### src/rtl/pcm_pkg.sv
package pcm_pkg;

    localparam int BYTE_W   = 8;
    localparam int BIT_W    = 3;
    localparam int PH_W     = 3;
    localparam int SLOTS    = 32;
    localparam int SLOT_W   = $clog2(SLOTS);
    localparam int CFG_W    = 8;
    localparam int SYNC_W   = 3;

    // Phase positions within one bit (8 system clocks per bit)
    localparam logic [PH_W-1:0] PH_HALF    = PH_W'(4);
    localparam logic [PH_W-1:0] PH_3QTR    = PH_W'(6);
    localparam logic [PH_W-1:0] PH_START   = PH_W'(0);

    // Frame-delay countdown loads (data-clock period minus one)
    localparam logic [PH_W-1:0] WAIT_DOUBLE = PH_W'(3);
    localparam logic [PH_W-1:0] WAIT_SINGLE = PH_W'(7);

    typedef struct packed {
        logic open_drain;
        logic in_late;
        logic out_late;
        logic fr_delay;
        logic fs_rise;
        logic clk_single;
    } cfg_t;

    typedef struct packed {
        logic [SLOT_W-1:0] slot;
        logic [BIT_W-1:0]  bitn;
        logic [PH_W-1:0]   phase;
    } tpos_t;

    typedef struct packed {
        logic              valid;
        logic [BYTE_W-1:0] data;
    } txw_t;

    function automatic logic [PH_W-1:0] sample_phase(input logic late);
        return late ? PH_3QTR : PH_HALF;
    endfunction

    function automatic logic [PH_W-1:0] launch_phase(input logic late);
        return late ? PH_HALF : PH_START;
    endfunction

    function automatic logic [PH_W-1:0] delay_load(input logic single);
        return single ? WAIT_SINGLE : WAIT_DOUBLE;
    endfunction

endpackage

### src/rtl/pcm_sync.sv
module pcm_sync #(
    parameter int W = 3
) (
    input  logic         clk,
    input  logic         rst,
    input  logic [W-1:0] d,
    output logic [W-1:0] q
);
    logic [W-1:0] meta;

    always_ff @(posedge clk) begin
        if (rst) begin
            meta <= '0;
            q    <= '0;
        end else begin
            meta <= d;
            q    <= meta;
        end
    end
endmodule

### src/rtl/pcm_timebase.sv
module pcm_timebase
    import pcm_pkg::*;
(
    input  logic  clk,
    input  logic  rst,
    input  logic  fr_delay,
    input  logic  clk_single,
    input  logic  sync_ev,
    output tpos_t pos,
    output logic  aligned
);
    localparam int POS_W = $bits(tpos_t);

    logic            pend;
    logic [PH_W-1:0] wcnt;

    always_ff @(posedge clk) begin
        if (rst) begin
            pos     <= '0;
            aligned <= 1'b0;
            pend    <= 1'b0;
            wcnt    <= '0;
        end else begin
            pos <= tpos_t'(pos + POS_W'(1));
            if (sync_ev && !fr_delay) begin
                pos     <= '0;
                aligned <= 1'b1;
                pend    <= 1'b0;
            end else if (sync_ev) begin
                pend <= 1'b1;
                wcnt <= delay_load(clk_single);
            end else if (pend) begin
                if (wcnt == '0) begin
                    pos     <= '0;
                    aligned <= 1'b1;
                    pend    <= 1'b0;
                end else begin
                    wcnt <= wcnt - PH_W'(1);
                end
            end
        end
    end
endmodule

### src/rtl/pcm_rx_deser.sv
module pcm_rx_deser
    import pcm_pkg::*;
(
    input  logic              clk,
    input  logic              rst,
    input  logic              in_late,
    input  tpos_t             pos,
    input  logic              aligned,
    input  logic              rx_bit,
    output logic [BYTE_W-1:0] rx_byte,
    output logic              rx_valid,
    output logic [SLOT_W-1:0] rx_slot
);
    logic [BYTE_W-1:0] shreg;
    logic              take;

    assign take = aligned && (pos.phase == sample_phase(in_late));

    always_ff @(posedge clk) begin
        if (rst) begin
            shreg    <= '0;
            rx_byte  <= '0;
            rx_valid <= 1'b0;
            rx_slot  <= '0;
        end else begin
            rx_valid <= 1'b0;
            if (take) begin
                shreg <= {shreg[BYTE_W-2:0], rx_bit};
                if (pos.bitn == BIT_W'(BYTE_W - 1)) begin
                    rx_byte  <= {shreg[BYTE_W-2:0], rx_bit};
                    rx_valid <= 1'b1;
                    rx_slot  <= pos.slot;
                end
            end
        end
    end
endmodule

### src/rtl/pcm_tx_ser.sv
module pcm_tx_ser
    import pcm_pkg::*;
(
    input  logic              clk,
    input  logic              rst,
    input  logic              out_late,
    input  logic              open_drain,
    input  tpos_t             pos,
    input  logic              aligned,
    input  logic [BYTE_W-1:0] tx_byte,
    input  logic              tx_valid,
    output logic              tx_req,
    output logic [SLOT_W-1:0] tx_req_slot,
    output logic              tx_out,
    output logic              tx_oe
);
    txw_t held;
    txw_t cur;
    logic boundary;
    logic launch;
    logic bitv;

    assign boundary    = aligned && (pos.phase == PH_START) && (pos.bitn == '0);
    assign launch      = aligned && (pos.phase == launch_phase(out_late));
    assign tx_req      = boundary;
    assign tx_req_slot = pos.slot + SLOT_W'(1);

    // First bit of a slot launches in the same cycle the byte is captured
    assign cur  = boundary ? txw_t'({tx_valid, tx_byte}) : held;
    assign bitv = cur.data[~pos.bitn];

    always_ff @(posedge clk) begin
        if (rst) begin
            held   <= '0;
            tx_out <= 1'b0;
            tx_oe  <= 1'b0;
        end else begin
            if (boundary) begin
                held <= txw_t'({tx_valid, tx_byte});
            end
            if (launch) begin
                tx_oe  <= cur.valid & (open_drain ? ~bitv : 1'b1);
                tx_out <= open_drain ? 1'b0 : bitv;
            end
        end
    end
endmodule

### src/rtl/pcm_tdm_port.sv
module pcm_tdm_port
    import pcm_pkg::*;
(
    input  logic              clk,
    input  logic              rst,
    input  logic              cfg_we,
    input  logic [CFG_W-1:0]  cfg_wdata,
    input  logic              dclk,
    input  logic              fsync,
    input  logic              rx_in,
    input  logic [BYTE_W-1:0] tx_byte,
    input  logic              tx_valid,
    output logic [BYTE_W-1:0] rx_byte,
    output logic              rx_valid,
    output logic [SLOT_W-1:0] rx_slot,
    output logic              tx_req,
    output logic [SLOT_W-1:0] tx_req_slot,
    output logic              tx_out,
    output logic              tx_oe
);
    localparam int CFG_USED = $bits(cfg_t);

    cfg_t              cfg_q;
    logic              unused_cfg_bits;
    logic [SYNC_W-1:0] sync_q;
    logic              dclk_d;
    logic              dclk_rise;
    logic              dclk_fall;
    logic              sync_ev;
    tpos_t             pos;
    logic              aligned;

    assign unused_cfg_bits = ^cfg_wdata[CFG_W-1:CFG_USED];

    always_ff @(posedge clk) begin
        if (rst) begin
            cfg_q  <= '0;
            dclk_d <= 1'b0;
        end else begin
            if (cfg_we) begin
                cfg_q <= cfg_t'(cfg_wdata[CFG_USED-1:0]);
            end
            dclk_d <= sync_q[0];
        end
    end

    pcm_sync #(.W(SYNC_W)) u_sync (
        .clk (clk),
        .rst (rst),
        .d   ({rx_in, fsync, dclk}),
        .q   (sync_q)
    );

    assign dclk_rise = sync_q[0] & ~dclk_d;
    assign dclk_fall = ~sync_q[0] & dclk_d;
    assign sync_ev   = sync_q[1] & (cfg_q.fs_rise ? dclk_rise : dclk_fall);

    pcm_timebase u_tb (
        .clk        (clk),
        .rst        (rst),
        .fr_delay   (cfg_q.fr_delay),
        .clk_single (cfg_q.clk_single),
        .sync_ev    (sync_ev),
        .pos        (pos),
        .aligned    (aligned)
    );

    pcm_rx_deser u_rx (
        .clk      (clk),
        .rst      (rst),
        .in_late  (cfg_q.in_late),
        .pos      (pos),
        .aligned  (aligned),
        .rx_bit   (sync_q[2]),
        .rx_byte  (rx_byte),
        .rx_valid (rx_valid),
        .rx_slot  (rx_slot)
    );

    pcm_tx_ser u_tx (
        .clk         (clk),
        .rst         (rst),
        .out_late    (cfg_q.out_late),
        .open_drain  (cfg_q.open_drain),
        .pos         (pos),
        .aligned     (aligned),
        .tx_byte     (tx_byte),
        .tx_valid    (tx_valid),
        .tx_req      (tx_req),
        .tx_req_slot (tx_req_slot),
        .tx_out      (tx_out),
        .tx_oe       (tx_oe)
    );
endmodule

### config.mk
export PLATFORM = sky130hd
export DESIGN_NAME = pcm_tdm_port
export DESIGN_NICKNAME = d
export VERILOG_FILES = /design/src/rtl/pcm_pkg.sv /design/src/rtl/pcm_sync.sv /design/src/rtl/pcm_timebase.sv /design/src/rtl/pcm_rx_deser.sv /design/src/rtl/pcm_tx_ser.sv /design/src/rtl/pcm_tdm_port.sv
export SDC_FILE = /design/constraint.sdc
export NUM_CORES = 1
export LEC_CHECK = 0
export BUFFER_PORTS_ARGS = -buffer_cell sky130_fd_sc_hd__buf_2
export CAP_MARGIN = 40
export CORE_MARGIN = 2
export CORE_UTILIZATION = 45
export CTS_CLUSTER_DIAMETER = 120
export CTS_CLUSTER_SIZE = 24
export DETAILED_ROUTE_END_ITERATION = 6
export PLACE_DENSITY = 0.74
export SYNTH_ARGS = -nofsm -noshare
export SYNTH_HDL_FRONTEND = slang
export SYNTH_HIERARCHICAL = 1
export SYNTH_SLANG_ARGS = --single-unit
### constraint.sdc
create_clock -name clk -period 2.3 [get_ports clk]
set_clock_uncertainty 0.1 [all_clocks]
set_input_delay 0.46 -clock clk [delete_from_list [all_inputs] [get_ports clk]]
set_output_delay 0.46 -clock clk [all_outputs]
set_load 0.02 [all_outputs]
==> results of run 1 <==
-- cell type report --
cell class | instances | area share (%)
Multi-Input combinational cell | 201 | 42.6
Sequential cell | 61 | 38.7
Timing Repair Buffer | 54 | 9.71
Clock buffer | 13 | 4.72
Tap cell | 75 | 2.97
Inverter | 8 | 0.991
Clock inverter | 2 | 0.317
-- worst paths after layout --
check                            startpoint                   endpoint  slack, ns  cells after the start
hold reg to reg   u_sync/meta[1]$_SDFF_PP0_     u_sync/q[1]$_SDFF_PP0_       0.33                      1
setup / recovery     u_tb/pos[0]$_SDFF_PP0_                     tx_req       0.03                      4
hold / removal                        fsync  u_sync/meta[1]$_SDFF_PP0_       0.24                      2
setup reg to reg     u_tb/pos[0]$_SDFF_PP0_    u_tx/tx_oe$_SDFFE_PP0P_       0.24                      6
-- layout by cell type (no fill, tap or decap), types with 2 or more instances in the layout --
master / count
ha_1: 4
or4_1: 3
or3_2: 2
xnor2_1: 5
nor3b_1: 3
buf_2: 41
nand3b_1: 3
nand2_1: 22
o31ai_1: 5
inv_1: 7
nand3_1: 15
nor2b_1: 9
a221oi_1: 3
buf_4: 12
clkbuf_8: 10
a311oi_1: 2
or4_4: 2
mux2i_1: 25
o21ai_0: 10
xor2_1: 3
clkinv_2: 3
a21oi_1: 22
clkbuf_1: 3
nand2b_1: 28
nor2_1: 16
dfxtp_1: 60
-- metrics by stage --
stage / hold slack [ns] / TNS (ns)
5_1_grt: 0.237 / -0.0421
2_1_floorplan: 0.314 / 0
4_1_cts: 0.220 / -0.0461
3_3_place_gp: 0.321 / 0
3_5_place_dp: 0.324 / 0
6_report: 0.236 / 0
-- cell families after synthesis --
group | after synthesis | share of synthesized area (%)
AO/OA/AOI/OAI | 49 | 11.3
XOR/XNOR | 9 | 3.24
adder cells (fa/ha/maj) | 4 | 1.88
buffers and inverters | 19 | 3.85
flip-flops | 61 | 45.8
multiplexers | 25 | 9.39
AND/OR/NAND/NOR | 114 | 24.5
-- worst reg2reg max path, stage by stage, from the launching register on --
cell and delay (ns):
dfxtp_1 0.31, or3b_4 0.39, or4_4 0.50, buf_4 0.19, mux2i_1 0.14, nor2_1 0.07
o221a_1 0.25
-- report_power, final --
| part | total (mW) | switching, mW | internal, mW | leakage (nW) |
|---|---|---|---|---|
| registers | 1.08 | 0.0105 | 1.07 | 0.495 |
| logic | 0.113 | 0.0631 | 0.0498 | 0.617 |
| clock network | 0.793 | 0.381 | 0.411 | 0.0833 |
| total | 1.99 | 0.455 | 1.54 | 1.19 |
-- layer usage --
layer  vias up  track usage, %  part of all wire [%]
met5         -               0                     0
met4         0            10.7                   2.4
met3        11            4.67                   4.3
met2        45            26.2                    45
met1       972            20.4                    48
li1       1091               -                     -
-- registers in the layout, indices dropped and copies added (netlist names) --
signal / flops
cfg_q: 6
dclk_d: 1
u_rx/rx_byte: 8
u_rx/rx_slot: 5
u_rx/rx_valid: 1
u_rx/shreg: 7
u_sync/meta: 3
u_sync/q: 3
u_tb/aligned: 1
u_tb/pend: 1
u_tb/pos: 11
u_tb/wcnt: 3
u_tx/held: 9
u_tx/tx_oe: 1
u_tx/tx_out: 1
-- what timing repair did --
action	4_1_cts	5_1_grt
setup endpoints to repair	1	1
gates resized for setup	3	2
pin swaps	2	1
setup buffers	1	0
hold endpoints to repair	0	0
==> results.toml, run 1 <==
[run_status]
outcome = "finished clean"

[worst_setup_path]
path_buf_inv = 2
critPathSlowestCell = "or4_4"
worstPathCellList = "or3b_4 -> or4_4 -> clkinv_2 -> buf_6"
path_delay_family = "simple AND/OR/NAND/NOR gates"
critPathMaxStageDelay_ns = 0.50
cp-end-kind = "primary output"
arrival_ns = 1.71
crit_required_ns = 1.74
crit_type = "reg -> out"
cp_max_fo = 2
timing.critical_path.from_type = "register"

[route]
drt_iter0_markers = 98
dr.pass1.iters = 4
detail_route.wl_per_cell_um = 11.9
drc_errors = 0
vias = 2119
wl_um = 4920
final_antenna_net_count = 0
vias_per_cell = 5.12

[power]
leakagePower_nw = 1.19
ir_drop_uv = 366
powerDensity_nw_per_um2 = 630
power_mw = 1.99

[die]
start_util_pct = 45.8
core_area_um2 = 5820
io_pins = 45
rows = 28
dieArea_um2 = 6550
dieHeight_um = 81.0
die_w_um = 81.0

[clocking]
cts_buffer_depth = 2
cts_tree = "done"
htreeDepth = 3
clkLatencyLatePin_ns = 0.34
cts_sinks = 61
numCtsBuffers = 9
hold_buffers = 0
root_buffer = "clkbuf_8"
path_clk_slew_ns = 0.06

[yosys]
synth_top_flop_cell = "dfxtp_1"
synth_seq_cells = 61
syn_nets = 308
syn-cell-area_um2 = 2670
yosysTopAreaCell = "dfxtp_1"
syn_area_per_cell_um2 = 9.48
synth_common_cells = "dfxtp_1 (61), nand2b_1 (28), mux2i_1 (25)"
netlist.area_leader.share_pct = 45.8
postSynthCellCount = 281
yosysMostFrequentCell = "dfxtp_1"
postSynth.asyncResetShare_pct = 0
synth_cell_types = 44
synth_warnings = 6
synth_edf_count = 0
yosys-top-cells-area = "dfxtp_1 (46%), mux2i_1 (9.4%), nand2b_1 (6.6%)"
ys_seq_area_share_pct = 45.8

[grt]
track_usage_pct = 16.8
grt_antenna_before_repair = 0
grt_pass1_vias = 1962
grt_pass1_wl_um = 8380
gr-total-overflow = 0
grt_max_degree = 45

[placed_design]
gp_congestion = 0.793
dp_worst_setup_slack_ns = 0.229
portBuffers = 42
post-dp-hpwl_um = 3330
dp.cells = 398
place_area_um2 = 2980

[cells_and_area]
fin_util_pct = 54.3
diodes = 0
drive_gt1_share_pct = 23.3
multiInputGateArea_um2 = 1340
area_growth_pct = 18.5
finalNetCount = 362
seqCellArea_um2 = 1220
fillers = 531
instances_no_fill = 414
fin_area_um2 = 3160

[timing]
slew_headroom_pct = 63.5
worstMarginPinSlew_ns = 0.543
fin_crit_ns = 2.27
setup_viol_count_final = 0
hold_viol = 0
period_share_pct = 98.9
drv_slew = 0
rsz0062_at_grt = "yes"
fmax_mhz = 440
timing.final.ws_setup_ns = 0.0251

[run]
drv_cap = 0

[min_path]
hp-class = "in -> reg"
No activity file was read; power rests on OpenSTA's default activity.
==> run 2: changes to the inputs <==
==> constraint.sdc (replaced) <==
create_clock -name clk -period 2.4 [get_ports clk]
set_clock_uncertainty 0.1 [all_clocks]
set_input_delay 0.48 -clock clk [delete_from_list [all_inputs] [get_ports clk]]
set_output_delay 0.48 -clock clk [all_outputs]
set_load 0.02 [all_outputs]
==> results.toml, run 2 (same netlist as run 1, synthesis figures left out) <==
[grt]
grt_pass1_vias = 1980
grt_antenna_before_repair = 0
grt_pass1_wl_um = 8390
grt_max_degree = 45
gr-total-overflow = 0
track_usage_pct = 16.6

[cells_and_area]
largest_reg_flops = 11
fin_area_um2 = 3150
fin_util_pct = 54.2
mostFrequentLayoutCells = "dfxtp_1 (60), buf_2 (42), nand2b_1 (28), mux2i_1 (25)"
top_register = "u_tb/pos"
diodes = 0
area_growth_pct = 18.2
final_common_cell = "dfxtp_1"
reg_top3 = "u_tb/pos: 11 flops, u_tx/held: 9 flops, u_rx/rx_byte: 8 flops"
drive_gt1_share_pct = 22.6
fillers = 566
finalNetCount = 360

[worst_setup_path]
path_delay_family = "simple AND/OR/NAND/NOR gates"
crit_start = "u_tb/aligned$_SDFFE_PP0P_"
r2r_start = "u_tb/aligned$_SDFFE_PP0P_"
cp_max_fo = 5
ff2ff_path_depth = 6
arrival_ns = 1.72
critPathMaxStageDelay_ns = 0.43
cp-end-kind = "primary output"
worstPathCellList = "or3b_1 -> or4_4 -> clkinv_1 -> buf_2"
crit_type = "reg -> out"
critical_path_depth = 4
timing.critical_path.from_type = "register"
path_buf_inv = 2
crit_required_ns = 1.82
critPathSlowestCell = "or4_4"

[timing]
rsz0062_at_grt = "no"
setup_viol_count_final = 0
period_share_pct = 95.8
worstMarginPinSlew_ns = 0.591
hold_viol = 0
slew_headroom_pct = 60.3
fin_crit_ns = 2.30
fin_tns_setup_ns = 0
drv_slew = 0
holdWs_ns = 0.256
fmax_mhz = 435
timing.final.ws_setup_ns = 0.101

[die]
dieArea_um2 = 6550
dieHeight_um = 81.0
start_util_pct = 45.8
die_w_um = 81.0
io_pins = 45
core_area_um2 = 5820
rows = 28

[run_status]
outcome = "finished clean"

[run]
drv_cap = 0

[route]
vias_per_cell = 5.22
drc_errors = 0
wl_um = 4870
detail_route.wl_per_cell_um = 11.8
final_antenna_net_count = 0
vias = 2149
dr.pass1.iters = 4
drt_iter0_markers = 91

[power]
swShare_pct = 22.0
ir_drop_uv = 423
powerDensity_nw_per_um2 = 622
p_seq_share_pct = 53.2
switching_power_mw = 0.431
power_frac_clock_pct = 41.5
leakagePower_nw = 1.19
intPower_mw = 1.53
power_frac_comb_pct = 5.3

[placed_design]
portBuffers = 42
post-dp-hpwl_um = 3370
gp_congestion = 0.797
place_area_um2 = 2960
dp_worst_setup_slack_ns = 0.229

[clocking]
hold_buffers = 0
htreeDepth = 3
cts_sinks = 61
root_buffer = "clkbuf_8"
clkLatencyLatePin_ns = 0.33
numCtsBuffers = 9
cts_tree = "done"
path_clk_slew_ns = 0.06
cts_buffer_depth = 2

[min_path]
hp-class = "in -> reg"
hold_start = "fsync"
hold_path_depth = 2
-- run 2: area by class of cell --
type                    instances  area, um^2  share of cell area [%]
clock buffers                  14         173                    5.48
inverters                       8        30.0                   0.953
repair buffers                 52         285                    9.05
well taps                      75        93.8                    2.98
flip-flops and latches         61        1220                    38.8
multi-input cells             201        1340                    42.6
clock inverters                 1        5.00                   0.159
-- run 2: timing repair --
item                                    CTS  global route
buffers inserted                          1             0
endpoints found under the setup margin    1             0
gates resized for setup                   1             0
-- run 2: stage by stage --
step                      power [mW]  instances
final                           1.96        412
after global routing            2.05        412
after CTS                       1.99        412
after detailed placement        1.17        396
after global placement          1.17        396
after floorplan                 1.13        281
-- run 2: path summary, 6_finish.rpt --
kind / end / slack (ns)
max: tx_req / 0.10
min: u_sync/meta[1]$_SDFF_PP0_ / 0.26
max reg2reg: u_tx/tx_oe$_SDFFE_PP0P_ / 0.37
min reg2reg: u_sync/q[1]$_SDFF_PP0_ / 0.33
-- run 2: metal layers --
metal | GRT usage [%] | up-vias | share of wire (%)
met3 | 6.89 | 6 | 4.5
met4 | 6.61 | 0 | 1.2
met1 | 19.1 | 1011 | 47
li1 | - | 1090 | -
met2 | 27.4 | 42 | 47
met5 | 0 | - | 0
-- run 2: power by group through the flow --
stage	clock network, mW	registers [mW]	logic [mW]
floorplan	0	1.07	0.0610
global placement	0	1.06	0.101
detailed placement	0	1.06	0.103
CTS	0.846	1.04	0.104
global route	0.894	1.04	0.116
finish	0.814	1.04	0.103
